## config.mk

```make
export PLATFORM = sky130hd
export DESIGN_NAME = sg_walker
export DESIGN_NICKNAME = d
export VERILOG_FILES = /design/src/rtl/sgw_pkg.sv /design/src/rtl/sgw_desc_decode.sv /design/src/rtl/sgw_chunk.sv /design/src/rtl/sg_walker.sv
export SDC_FILE = /design/constraint.sdc
export NUM_CORES = 1
export LEC_CHECK = 0
export BUFFER_PORTS_ARGS = -buffer_cell sky130_fd_sc_hd__buf_2
export CAP_MARGIN = 20
export CORE_ASPECT_RATIO = 2
export CORE_MARGIN = 3
export CORE_UTILIZATION = 40
export DETAILED_ROUTE_END_ITERATION = 16
export HOLD_SLACK_MARGIN = 0.02
export PLACE_DENSITY = 0.63
export SLEW_MARGIN = 20
export SYNTH_ARGS = -nofsm -noshare
export SYNTH_HDL_FRONTEND = slang
export SYNTH_HIERARCHICAL = 1
export SYNTH_SLANG_ARGS = --single-unit
```

## constraint.sdc

```tcl
create_clock -name clk -period 9.08 [get_ports clk]
set_clock_uncertainty 0.15 [all_clocks]
set_input_delay 0.454 -clock clk [delete_from_list [all_inputs] [get_ports clk]]
set_output_delay 0.454 -clock clk [all_outputs]
set_load 0.05 [all_outputs]
```

## src/rtl/sgw_pkg.sv

```systemverilog
package sgw_pkg;
  typedef enum logic [1:0] {
    SGW_IDLE = 2'd0,
    SGW_SCAN = 2'd1,
    SGW_WAIT = 2'd2
  } sgw_state_e;

  localparam int unsigned SGW_DESC_BYTES = 8;
endpackage

```

## src/rtl/sgw_desc_decode.sv

```systemverilog
module sgw_desc_decode #(
  parameter int unsigned ADDR_W = 32,
  parameter int unsigned CNT_W  = 16
) (
  input  logic [63:0]       desc,
  output logic [ADDR_W-1:0] buf_addr,
  output logic [CNT_W:0]    buf_len,
  output logic              is_final
);
  logic [CNT_W-1:0] raw_cnt;

  always_comb begin
    buf_addr = desc[ADDR_W-1:0];
    raw_cnt  = desc[32 +: CNT_W] & ~{{(CNT_W-1){1'b0}}, 1'b1};
    if (raw_cnt == '0) begin
      buf_len = {1'b1, {CNT_W{1'b0}}};
    end else begin
      buf_len = {1'b0, raw_cnt};
    end
    is_final = desc[63];
  end
endmodule

```

## src/rtl/sgw_chunk.sv

```systemverilog
module sgw_chunk #(
  parameter int unsigned REQ_W = 20,
  parameter int unsigned LEN_W = 17
) (
  input  logic [REQ_W-1:0] rem_bytes,
  input  logic [LEN_W-1:0] seg_left,
  output logic [LEN_W-1:0] chunk,
  output logic             ends_req
);
  logic [REQ_W-1:0] seg_ext;

  always_comb begin
    seg_ext = REQ_W'(seg_left);
    if (rem_bytes <= seg_ext) begin
      chunk    = LEN_W'(rem_bytes);
      ends_req = 1'b1;
    end else begin
      chunk    = seg_left;
      ends_req = 1'b0;
    end
  end
endmodule

```

## src/rtl/sg_walker.sv

```systemverilog
module sg_walker
  import sgw_pkg::*;
#(
  parameter int unsigned ADDR_W     = 32,
  parameter int unsigned REQ_W      = 20,
  parameter int unsigned CNT_W      = 16,
  parameter int unsigned PAGE_BYTES = 4096
) (
  input  logic              clk,
  input  logic              rst_n,
  input  logic              start,
  input  logic [ADDR_W-1:0] tbl_base,
  output logic              rd_req,
  output logic [ADDR_W-1:0] rd_addr,
  input  logic              rd_vld,
  input  logic [63:0]       rd_data,
  input  logic              xfer_req,
  input  logic [REQ_W-1:0]  xfer_bytes,
  output logic              seg_vld,
  output logic [ADDR_W-1:0] seg_addr,
  output logic [CNT_W:0]    seg_len,
  output logic              seg_last,
  output logic              done,
  output logic              exhausted,
  output logic              busy
);
  localparam int unsigned LEN_W = CNT_W + 1;
  localparam logic [ADDR_W-1:0] ALIGN_MASK = ~ADDR_W'(3);
  localparam logic [ADDR_W-1:0] PAGE_LIM   = ADDR_W'(PAGE_BYTES);
  localparam logic [ADDR_W-1:0] DESC_STEP  = ADDR_W'(SGW_DESC_BYTES);

  sgw_state_e        state_q, state_d;
  logic [ADDR_W-1:0] base_q, base_d;
  logic [ADDR_W-1:0] ptr_q, ptr_d;
  logic [ADDR_W-1:0] caddr_q, caddr_d;
  logic [LEN_W-1:0]  clen_q, clen_d;
  logic              clast_q, clast_d;
  logic [REQ_W-1:0]  rem_q, rem_d;

  logic [ADDR_W-1:0] dec_addr;
  logic [LEN_W-1:0]  dec_len;
  logic              dec_final;
  logic [LEN_W-1:0]  chunk;
  logic              ends_req;
  logic              page_out;

  sgw_desc_decode #(.ADDR_W(ADDR_W), .CNT_W(CNT_W)) u_decode (
    .desc     (rd_data),
    .buf_addr (dec_addr),
    .buf_len  (dec_len),
    .is_final (dec_final)
  );

  sgw_chunk #(.REQ_W(REQ_W), .LEN_W(LEN_W)) u_chunk (
    .rem_bytes (rem_q),
    .seg_left  (clen_q),
    .chunk     (chunk),
    .ends_req  (ends_req)
  );

  assign page_out = (ptr_q - base_q) >= PAGE_LIM;

  always_comb begin
    state_d   = state_q;
    base_d    = base_q;
    ptr_d     = ptr_q;
    caddr_d   = caddr_q;
    clen_d    = clen_q;
    clast_d   = clast_q;
    rem_d     = rem_q;
    rd_req    = 1'b0;
    seg_vld   = 1'b0;
    done      = 1'b0;
    exhausted = 1'b0;
    unique case (state_q)
      SGW_IDLE: begin
        if (start) begin
          base_d  = tbl_base & ALIGN_MASK;
          ptr_d   = tbl_base & ALIGN_MASK;
          caddr_d = '0;
          clen_d  = '0;
          clast_d = 1'b0;
        end else if (xfer_req) begin
          rem_d   = xfer_bytes;
          state_d = SGW_SCAN;
        end
      end
      SGW_SCAN: begin
        if (rem_q == '0) begin
          done    = 1'b1;
          state_d = SGW_IDLE;
        end else if (clen_q == '0) begin
          if (clast_q || page_out) begin
            exhausted = 1'b1;
            state_d   = SGW_IDLE;
          end else begin
            rd_req  = 1'b1;
            state_d = SGW_WAIT;
          end
        end else begin
          seg_vld = 1'b1;
          caddr_d = caddr_q + ADDR_W'(chunk);
          clen_d  = clen_q - chunk;
          rem_d   = rem_q - REQ_W'(chunk);
        end
      end
      SGW_WAIT: begin
        if (rd_vld) begin
          caddr_d = dec_addr;
          clen_d  = dec_len;
          clast_d = dec_final;
          ptr_d   = ptr_q + DESC_STEP;
          state_d = SGW_SCAN;
        end
      end
      default: state_d = SGW_IDLE;
    endcase
  end

  always_ff @(posedge clk or negedge rst_n) begin
    if (!rst_n) begin
      state_q <= SGW_IDLE;
      base_q  <= '0;
      ptr_q   <= '0;
      caddr_q <= '0;
      clen_q  <= '0;
      clast_q <= 1'b0;
      rem_q   <= '0;
    end else begin
      state_q <= state_d;
      base_q  <= base_d;
      ptr_q   <= ptr_d;
      caddr_q <= caddr_d;
      clen_q  <= clen_d;
      clast_q <= clast_d;
      rem_q   <= rem_d;
    end
  end

  assign rd_addr  = ptr_q;
  assign seg_addr = caddr_q;
  assign seg_len  = chunk;
  assign seg_last = seg_vld & ends_req;
  assign busy     = (state_q != SGW_IDLE);

  AST_SEG_NONEMPTY: assert property (@(posedge clk) disable iff (!rst_n)
    seg_vld |-> (seg_len != '0) && (REQ_W'(seg_len) <= rem_q)) else $error("seg size");
  AST_LAST_THEN_DONE: assert property (@(posedge clk) disable iff (!rst_n)
    seg_last |=> done) else $error("done after last");
  AST_END_EXCLUSIVE: assert property (@(posedge clk) disable iff (!rst_n)
    !(done && exhausted)) else $error("done and exhausted");
  AST_EXHAUST_EMPTY: assert property (@(posedge clk) disable iff (!rst_n)
    exhausted |-> (clen_q == '0) && (rem_q != '0)) else $error("early exhaust");
  AST_PAGE_GUARD: assert property (@(posedge clk) disable iff (!rst_n)
    rd_req |-> ((rd_addr - base_q) < PAGE_LIM)) else $error("page crossed");
  AST_FETCH_EMPTY: assert property (@(posedge clk) disable iff (!rst_n)
    rd_req |-> (clen_q == '0) && !clast_q) else $error("fetch with data left");
  AST_PTR_STEP: assert property (@(posedge clk) disable iff (!rst_n)
    (rd_vld && state_q == SGW_WAIT) |=> (ptr_q == $past(ptr_q) + DESC_STEP)) else $error("ptr step");
  AST_ONE_OUTSTANDING: assert property (@(posedge clk) disable iff (!rst_n)
    rd_req |=> !rd_req && !seg_vld) else $error("second fetch");
  AST_START_CLEAR: assert property (@(posedge clk) disable iff (!rst_n)
    (start && !busy) |=> (clen_q == '0) && !clast_q &&
      (ptr_q == ($past(tbl_base) & ALIGN_MASK))) else $error("start reload");
endmodule

```

## After elaboration in Yosys (flattened, before gate mapping)

Index checks and enable logic that the tools add are counted.

- Flip-flop bits (word level): 134
- Output and inout bits: 87
- Input bits: 121

- Reductions and logical operators: 14
- Muxes and demuxes: 44
- Equality and inequality tests: 9
- Add/subtract/negate cells: 5
- Bitwise logic cells: 1
- Magnitude comparators: 2

Operators with widths:

| operator | number |
|---|---|
| 32-bit 2-to-1 mux | 6 |
| 17-bit 2-to-1 mux | 6 |
| 32-bit case mux with 3 select lines | 1 |
| 20-bit 2-to-1 mux | 4 |
| 32-bit case mux with 2 select lines | 1 |
| 17-bit case mux with 3 select lines | 1 |
| 20-bit case mux with 2 select lines | 1 |
| 32-bit by 17-bit adder with 32-bit output | 1 |
| 32-bit by 4-bit adder with 32-bit output (second input constant) | 1 |
| 32-bit by 13-bit greater-or-equal comparator with 1-bit output (second input constant) | 1 |
| 32-bit subtractor | 1 |
| 20-bit by 17-bit <= comparator with 1-bit output | 1 |
| 20-bit logical NOT | 1 |
| 20-bit by 17-bit subtractor with 20-bit output | 1 |
| 17-bit logical NOT | 1 |
| 17-bit subtractor | 1 |
| 16-bit logical NOT | 1 |
| 1-bit 2-to-1 mux | 16 |
| 2-bit 2-to-1 mux | 6 |
| 2-bit != test (second input constant) | 6 |
| 5-bit AND reduction | 2 |
| 2-bit case mux with 3 select lines | 1 |
| 2-bit nonzero test | 3 |
| 4-bit AND reduction | 1 |
| 10 further kinds | 10 |

## Longest topological paths before layout

Gate-level depths: netlist (run 1).

- Depth in word-level cells: 7
- Depth in mapped cells: 22
- Mapped depth without buffers: 21

## Modules after synthesis

The synthesis (run 1) kept the hierarchy.

By module, submodules not included:

| module | instances | cells an instance | area each (um^2) |
|---|---|---|---|
| sg_walker | 1 | 1,266 | 10,428.8 |
| sgw_chunk | 1 | 81 | 705.7 |
| sgw_desc_decode | 1 | 55 | 347.8 |

## Least setup slack after synthesis (run 1)

OpenSTA, ideal clock, no wires.

- Path kind: flip-flop to flip-flop
- Start point: register rem_q[11]
- End point: register caddr_q[24], in the netlist seg_addr[24]
- Clock period less this slack: 4.864 ns
- Arrival: 4.577 ns
- Path buffers: 1
- Slack: 4.216 ns
- Cell stages (with the launch flop): 20
- Required time: 8.792 ns
- Library setup time: 0.138 ns
- Cells stage by stage: dfrtp_1 -> ha_1 -> a21oi_1 -> o21ai_0 -> a2111oi_0 -> a22o_1 -> buf_6 -> mux2_2 -> ha_1 -> fa_1 -> a21o_1 -> a21o_1 -> a2111oi_2 -> nor4_2 -> o311ai_1 -> a21o_1 -> nor2_2 -> nand3_1 -> o31a_1 -> o22ai_1

- Cells in the longest elaborated chain, start to end: 6

Ends and longest elaborated chain:

| what | line | source |
|---|---|---|
| start: declaration | sg_walker.sv:38 | `logic [REQ_W-1:0] rem_q, rem_d;` |
| start signal: assignment | sg_walker.sv:136 | `rem_q <= rem_d;` |
| 20-bit by 17-bit <= comparator with 1-bit output | sgw_chunk.sv:14 | `if (rem_bytes <= seg_ext) begin` |
| 17-bit 2-to-1 mux | sgw_chunk.sv:14 |  |
| via seg_len[0] | sg_walker.sv:21 | `output logic [CNT_W:0] seg_len,` |
| 32-bit by 17-bit adder with 32-bit output | sg_walker.sv:102 | `caddr_d = caddr_q + ADDR_W'(chunk);` |
| 32-bit 2-to-1 mux | sg_walker.sv:92 | `end else if (clen_q == '0) begin` |
| 32-bit 2-to-1 mux | sg_walker.sv:89 | `if (rem_q == '0) begin` |
| 32-bit case mux with 3 select lines | sg_walker.sv:75 | `unique case (state_q)` |
| end signal: assignment | sg_walker.sv:133 | `caddr_q <= caddr_d;` |
| end: declaration | sg_walker.sv:35 | `logic [ADDR_W-1:0] caddr_q, caddr_d;` |

The timed path passes the listed nets, and every way through them passes these cells. The select of a mux whose other input is x is not followed.
A chain may end at the register's enable or synchronous reset.

## Worst setup path in the final report (run 1)

- Start point: register clen_q[16]
- End point: register caddr_q[26], in the netlist seg_addr[26]

- Cells in the longest elaborated chain, start to end: 6

Ends and longest elaborated chain:

| what | line | source |
|---|---|---|
| start: declaration | sg_walker.sv:36 | `logic [LEN_W-1:0] clen_q, clen_d;` |
| start signal: assignment | sg_walker.sv:134 | `clen_q <= clen_d;` |
| 20-bit by 17-bit <= comparator with 1-bit output | sgw_chunk.sv:14 |  |
| 17-bit 2-to-1 mux | sgw_chunk.sv:14 |  |
| 32-bit by 17-bit adder with 32-bit output | sg_walker.sv:102 |  |
| 32-bit 2-to-1 mux | sg_walker.sv:92 |  |
| 32-bit 2-to-1 mux | sg_walker.sv:89 |  |
| 32-bit case mux with 3 select lines | sg_walker.sv:75 |  |

Parallel ways exist; a longest one is shown, timed or not. The select of a mux whose other input is x is not followed.

==> results.cfg, run 1 <==
[global_routing]
grt_pass1_vias = 11000
overflow = 0
grt_start_max_net_pins = 82
grt_pass1_wl_mm = 59.1
grt_usage_pct = 24.3
antenna_found_initial = 1

[job]
cap_viol_max_count = 0

[pwr]
switching_share_pct = 54.0
ir_worst_vdd_mv = 0.249
pwr-share-clk_pct = 11.6
intPower_mw = 2.74
p_seq_share_pct = 18.6
combPwrFrac_pct = 69.8
switchingPower_mw = 3.22
powerDensity_nw_per_um2 = 459
p_leak_nw = 5.94

[min_path]
whs_path_depth = 2
holdPathEnd = base_q[29]
min_path_type = primary input to flop
hp-start = tbl_base[29]

[synth]
ys.flop_type = dfrtp_1
syn_area_um2 = 11500
synth.distinct_cells = 87
synth_top_area_cell = dfrtp_1
synth_top_cell_area_share_pct = 28.8
synth_mux_area_share_pct = 6.48
synth_compound_area_share_pct = 23.7
seq_area_frac_synth_pct = 28.8
synth_xor_area_share_pct = 3.20
synth_seq_cells = 132
yosys.area_share.simple_pct = 17.9
synthAdderAreaFrac_pct = 11.7
synth.avg_cell_area_um2 = 8.19
syn_inst = 1402
synth_top_family_by_area = compound AO/OA/AOI/OAI gates
synth_edf_count = 0
yosysWarningCount = 6
synthArstFlopShare_pct = 100
synth.area.top_cells = dfrtp_1 (29%), ha_1 (11%), a21oi_1 (5.0%), o21ai_0 (5.0%), nand2_1 (4.1%)

[worst_setup_path]
crit_required_ns = 9.23
cp-start-kind = flop
rr_endpoint = seg_addr[26]
r2r_slack_ns = 3.28
cp_max_fo = 18
r2r-start = clen_q[16]
critical_path_class = flop to flop
reg2reg_depth = 21
endpoint_kind = flop
arrival_ns = 5.95

[finish]
layout-drive-gt1-share_pct = 20.4
fillers = 2856
multi_input_area_um2 = 7260
fin_nets = 1741
layout_common_cells = buf_2 (186), dfrtp_1 (132), nand2_1 (123)
final_util_pct = 46.0
area_delta_synth_final_pct = 13.0
layout_commonest_cell = buf_2
seqCellArea_um2 = 3300

[routing]
via_per_inst = 5.90
drt_wl_total_mm = 38.4
drc = 0
wl_per_cell_um = 20.4
drtIter0Drc = 730
ant_nets = 0
vias = 11100
drt_pass1_iterations = 5

[timing]
fin_crit_ns = 5.80
max_freq_mhz = 172
drv_slew = 0
finalHoldViolCount = 0
tightest_slew_ns = 1.07
finalSetupTns_ns = 0
rsz0062_at_grt = no
setup_viol = 0
period_share_pct = 63.9
slew_headroom_pct = 28.7

[clocking]
cts_tree = yes
post-cts-setup-buffer-count = 0
cts_root_buf = clkbuf_16
clk_path_buf_depth = 2
clkSlewWorstSetupHoldPaths_ns = 0.06
clock_sinks = 132
clk-insertion-delay-late_ns = 0.45
numCtsBuffers = 17
cts_resized = 0
h-tree-depth = 4

[place]
globalplace.congestion = 0.917
placement.io_buffers = 187
place.detailed.hpwl_mm = 29.1

[floorplan]
coreArea_um2 = 28200
dieArea_um2 = 30900
initial_core_util_pct = 40.7
rows = 87
pin_count = 208
die_h_um = 246
die_width_um = 126

[status]
run_status = finished, final reports clean
layer usage:
layer / share of wire (%) / vias to the layer above / wire length (um) / global-route usage, %
li1: - / 5273 / - / -
met1: 35 / 5347 / 13500 / 24.2
met2: 54 / 378 / 20700 / 46.3
met3: 4.1 / 120 / 1560 / 3.30
met4: 6.7 / 0 / 2560 / 15.9
met5: 0 / - / 0 / 0
state kept, by name, summed over array words and instances, names as in the netlist:
register  cells
state_q       2
rem_q        20
clen_q       17
seg_addr     32
base_q       30
rd_addr      30
clast_q       1
critical path, stage by stage (launching register included):
cell and delay, ns:
dfrtp_1 0.57, inv_1 0.08, ha_1 0.30, nand3_1 0.17, nor3_1 0.08, a2111oi_0 0.36
buf_4 0.21, a22o_1 0.13, buf_4 0.32, mux2_2 0.43, ha_1 0.24, fa_1 0.41
a21o_1 0.21, a21o_1 0.23, a2111oi_2 0.57, nor4_2 0.17, o311ai_1 0.32, a21o_1 0.21
nor2_2 0.12, nand3_1 0.13, o31a_1 0.13, o22ai_1 0.08
power groups by stage:
stage | Sequential, mW | Clock [mW] | Combinational [mW]
5_1_grt | 1.15 | 0.726 | 4.55
2_1_floorplan | 1.31 | 0 | 2.91
3_3_place_gp | 1.11 | 0 | 4.03
4_1_cts | 1.11 | 0.703 | 4.13
3_5_place_dp | 1.12 | 0 | 4.11
6_report | 1.11 | 0.690 | 4.16
metrics by stage:
step / area [um2] / std cells / power [mW] / setup slack, ns / hold slack (ns)
final: 13000 / 1885 / 5.96 / 3.28 / 0.0984
after detailed placement: 12400 / 1851 / 5.22 / 3.32 / 0.325
after CTS: 13000 / 1884 / 5.94 / 3.28 / 0.0785
after floorplan: 11500 / 1403 / 4.22 / 4.22 / 0.00841
after global placement: 12400 / 1851 / 5.14 / 3.34 / 0.317
after global routing: 13000 / 1885 / 6.42 / 2.80 / 0.0933
cells in the mapped netlist, drive strengths merged (10+ instances only):
| master | count |
|---|---|
| nand4 | 16 |
| o22ai | 27 |
| mux2i | 17 |
| nor4 | 20 |
| xor2 | 13 |
| o21a | 13 |
| clkbuf | 58 |
| nor2 | 105 |
| buf | 48 |
| o211ai | 10 |
| a21oi | 117 |
| and3 | 20 |
| inv | 96 |
| nand2 | 125 |
| a21o | 15 |
| dfrtp | 132 |
| and2 | 11 |
| nor3 | 33 |
| mux2 | 48 |
| ha | 101 |
| nand3 | 44 |
| or3 | 10 |
| xnor2 | 29 |
| a31oi | 12 |
| o21ai | 126 |
| nand2b | 11 |
| nor2b | 13 |
| a22oi | 30 |
cell families after synthesis:
family | after synthesis
fa+ha+maj | 105
other cells | 2
buf+inv | 202
simple gates | 426
xor+xnor | 42
compound gates | 428
flops | 132
mux | 65
layout make-up:
| cell class | count | area share [%] |
|---|---|---|
| Inverter | 96 | 2.78 |
| Sequential cell | 132 | 25.4 |
| Clock buffer | 20 | 3.60 |
| Timing Repair Buffer | 199 | 7.97 |
| Tap cell | 356 | 3.43 |
| Antenna cell | 1 | 0.0193 |
| Clock inverter | 12 | 0.810 |
| Multi-Input combinational cell | 1069 | 55.9 |
timing repair:
action | CTS | global route
hold endpoints to repair | 80 | 0
hold buffers | 1 | 0
endpoints found under the setup margin | 0 | 0
how the worst max path moves through the flow:
| stage | from | to | slack (ns) | cells past startpoint |
|---|---|---|---|---|
| 4_1_cts | clen_q[16] | seg_addr[26] | 3.28 | 21 |
| 2_1_floorplan | rem_q[11] | seg_addr[24] | 4.22 | 19 |
| 3_5_place_dp | clen_q[16] | seg_addr[26] | 3.32 | 21 |
| 5_1_grt | clen_q[16] | seg_addr[28] | 2.80 | 21 |
| 6_report | clen_q[16] | seg_addr[26] | 3.28 | 21 |
| 3_3_place_gp | clen_q[16] | seg_addr[24] | 3.34 | 21 |
Power figures use the tool's default switching activity.
==> run 2: changes to the inputs <==
==> constraint.sdc (replaced) <==
create_clock -name clk -period 5.4 [get_ports clk]
set_clock_uncertainty 0.15 [all_clocks]
set_input_delay 0.27 -clock clk [delete_from_list [all_inputs] [get_ports clk]]
set_output_delay 0.27 -clock clk [all_outputs]
set_load 0.05 [all_outputs]
==> results.cfg, run 2 (same netlist as run 1, synthesis figures left out) <==
[worst_setup_path]
reg2reg_depth = 20
arrival_ns = 5.33
endpoint_kind = flop
path_cells = ha_1 -> a21oi_1 -> o21ai_0 -> a2111oi_2 -> buf_4 -> a22o_4 -> mux2_2 -> ha_1 -> fa_1 -> a21o_1 -> a21o_1 -> a2111oi_4 -> buf_4 -> nor4_2 -> o311ai_1 -> a21o_1 -> nor2_4 -> nand3_1 -> o31a_1 -> o22ai_1
cp_max_fo = 10
cpMaxStageDelayCell = a2111oi_4
critPathTopFamily = compound AO/OA/AOI/OAI gates
cp-start-kind = flop
crit_required_ns = 5.56
critPathMaxStageDelay_ns = 0.45
cp_common_cell = a21o_1
worst-path-buf-inv = 2
critical_path_class = flop to flop
crit_cells = 20

[global_routing]
grt_start_max_net_pins = 88
antenna_found_initial = 0
grt_usage_pct = 25.4
overflow = 0
grt_pass1_wl_mm = 62.3
grt_pass1_vias = 12100

[routing]
via_per_inst = 5.69
drc = 0
m1WireLength_mm = 14.0
wl_met3_mm = 1.51
drt_wl_total_mm = 39.7
ant_nets = 0
drtIter0Drc = 770
route.met2.wl_mm = 21.5
top_layer = met4
drt_pass1_iterations = 6
wl_per_cell_um = 19.1
vias = 11800

[clocking]
clk_path_buf_depth = 2
h-tree-depth = 4
clkSlewWorstSetupHoldPaths_ns = 0.06
cts_root_buf = clkbuf_16
cts_tree = yes
clk-insertion-delay-late_ns = 0.45
numCtsBuffers = 17
clock_sinks = 132

[place]
globalplace.congestion = 0.893
placed_cell_area_um2 = 13200
place_ws_ns = 0.124
placement.io_buffers = 187
place.detailed.hpwl_mm = 30.1

[finish]
fin_nets = 1933
largest_reg_flops = 32
final_area_um2 = 14700
layout_commonest_cell = buf_2
area_delta_synth_final_pct = 28.1
layout-drive-gt1-share_pct = 24.2
layout_common_cells = buf_2 (186), dfrtp_1 (132), nand2_1 (123)

[floorplan]
dieArea_um2 = 30900
initial_core_util_pct = 40.7
die_h_um = 246
die_width_um = 126
rows = 87
coreArea_um2 = 28200
pin_count = 208

[min_path]
whs_path_depth = 3
min_path_type = primary input to flop

[pwr]
combPwrFrac_pct = 71.7
switchingPower_mw = 5.50
powerDensity_nw_per_um2 = 731
switching_share_pct = 51.2
pwr-share-clk_pct = 11.6
p_seq_share_pct = 16.7
intPower_mw = 5.25
ir_worst_vdd_mv = 0.442
p_leak_nw = 6.85

[status]
run_status = finished, final reports clean

[timing]
tightest_slew_ns = 0.983
period_share_pct = 95.8
fin_crit_ns = 5.17
finalHoldViolCount = 0
max_freq_mhz = 193
slew_headroom_pct = 34.4
finalWorstSetupSlack_ns = 0.226
finalSetupTns_ns = 0
setup_viol = 0
drv_slew = 0

[job]
cap_viol_max_count = 0
run 2: timing repair:
item / in CTS / in global routing
setup buffers: 0 / 1
endpoints found under the hold margin: 200 / 0
resized for setup: 0 / 5
setup endpoints to repair: 0 / 22
hold buffers: 87 / 0
run 2: metrics by stage:
step | instances | hold WS, ns | total power [mW] | utilization, %
after floorplan | 1403 | -0.176 | 7.09 | -
after global placement | 1956 | 0.259 | 9.23 | 46.8
after detailed placement | 1956 | 0.254 | 9.37 | 46.8
after CTS | 2075 | 0.0268 | 10.7 | 52.0
after global routing | 2076 | 0.0565 | 11.6 | 52.2
final | 2077 | 0.0543 | 10.7 | 52.2
run 2: cell type report:
cell class | instances | area, um2
clock buffer | 24 | 492
sequential | 132 | 3300
antenna | 1 | 2.50
tap | 356 | 445
timing repair buffer | 391 | 2690
inverter | 96 | 360
multi-input combinational | 1069 | 7300
fill | 2655 | 13500
clock inverter | 8 | 123
run 2: routing by layer:
layer | global-route usage (%) | vias up
li1 | - | 5638
met1 | 25.2 | 5652
met2 | 48.3 | 383
met3 | 3.26 | 135
met4 | 17.0 | 0
met5 | 0 | -
run 2: final timing paths:
| check | start | end | slack [ns] |
|---|---|---|---|
| max in group asynchronous | rst_n | clen_q[3] | 3.61 |
| worst max-delay path | rem_q[9] | seg_addr[26] | 0.23 |
| worst min-delay path | rd_data[41] | clen_q[9] | 0.05 |
| min in group asynchronous | rst_n | seg_addr[31] | 0.27 |
| worst min register to register | base_q[2] | base_q[2] | 0.34 |
| worst max register to register | rem_q[9] | seg_addr[26] | 0.23 |
run 2: power groups by stage:
stage / clock network [mW] / registers (mW) / logic [mW]
after CTS: 1.27 / 1.79 / 7.66
after detailed placement: 0 / 1.80 / 7.57
after global placement: 0 / 1.78 / 7.45
after floorplan: 0 / 2.20 / 4.89
final: 1.25 / 1.79 / 7.71
after global routing: 1.30 / 1.85 / 8.45
run 2: tightest hold or removal path, delay by kind of cell:
family,cells,cell delay [ns]
buffers and inverters,1,0.10
AO/OA/AOI/OAI,2,0.24
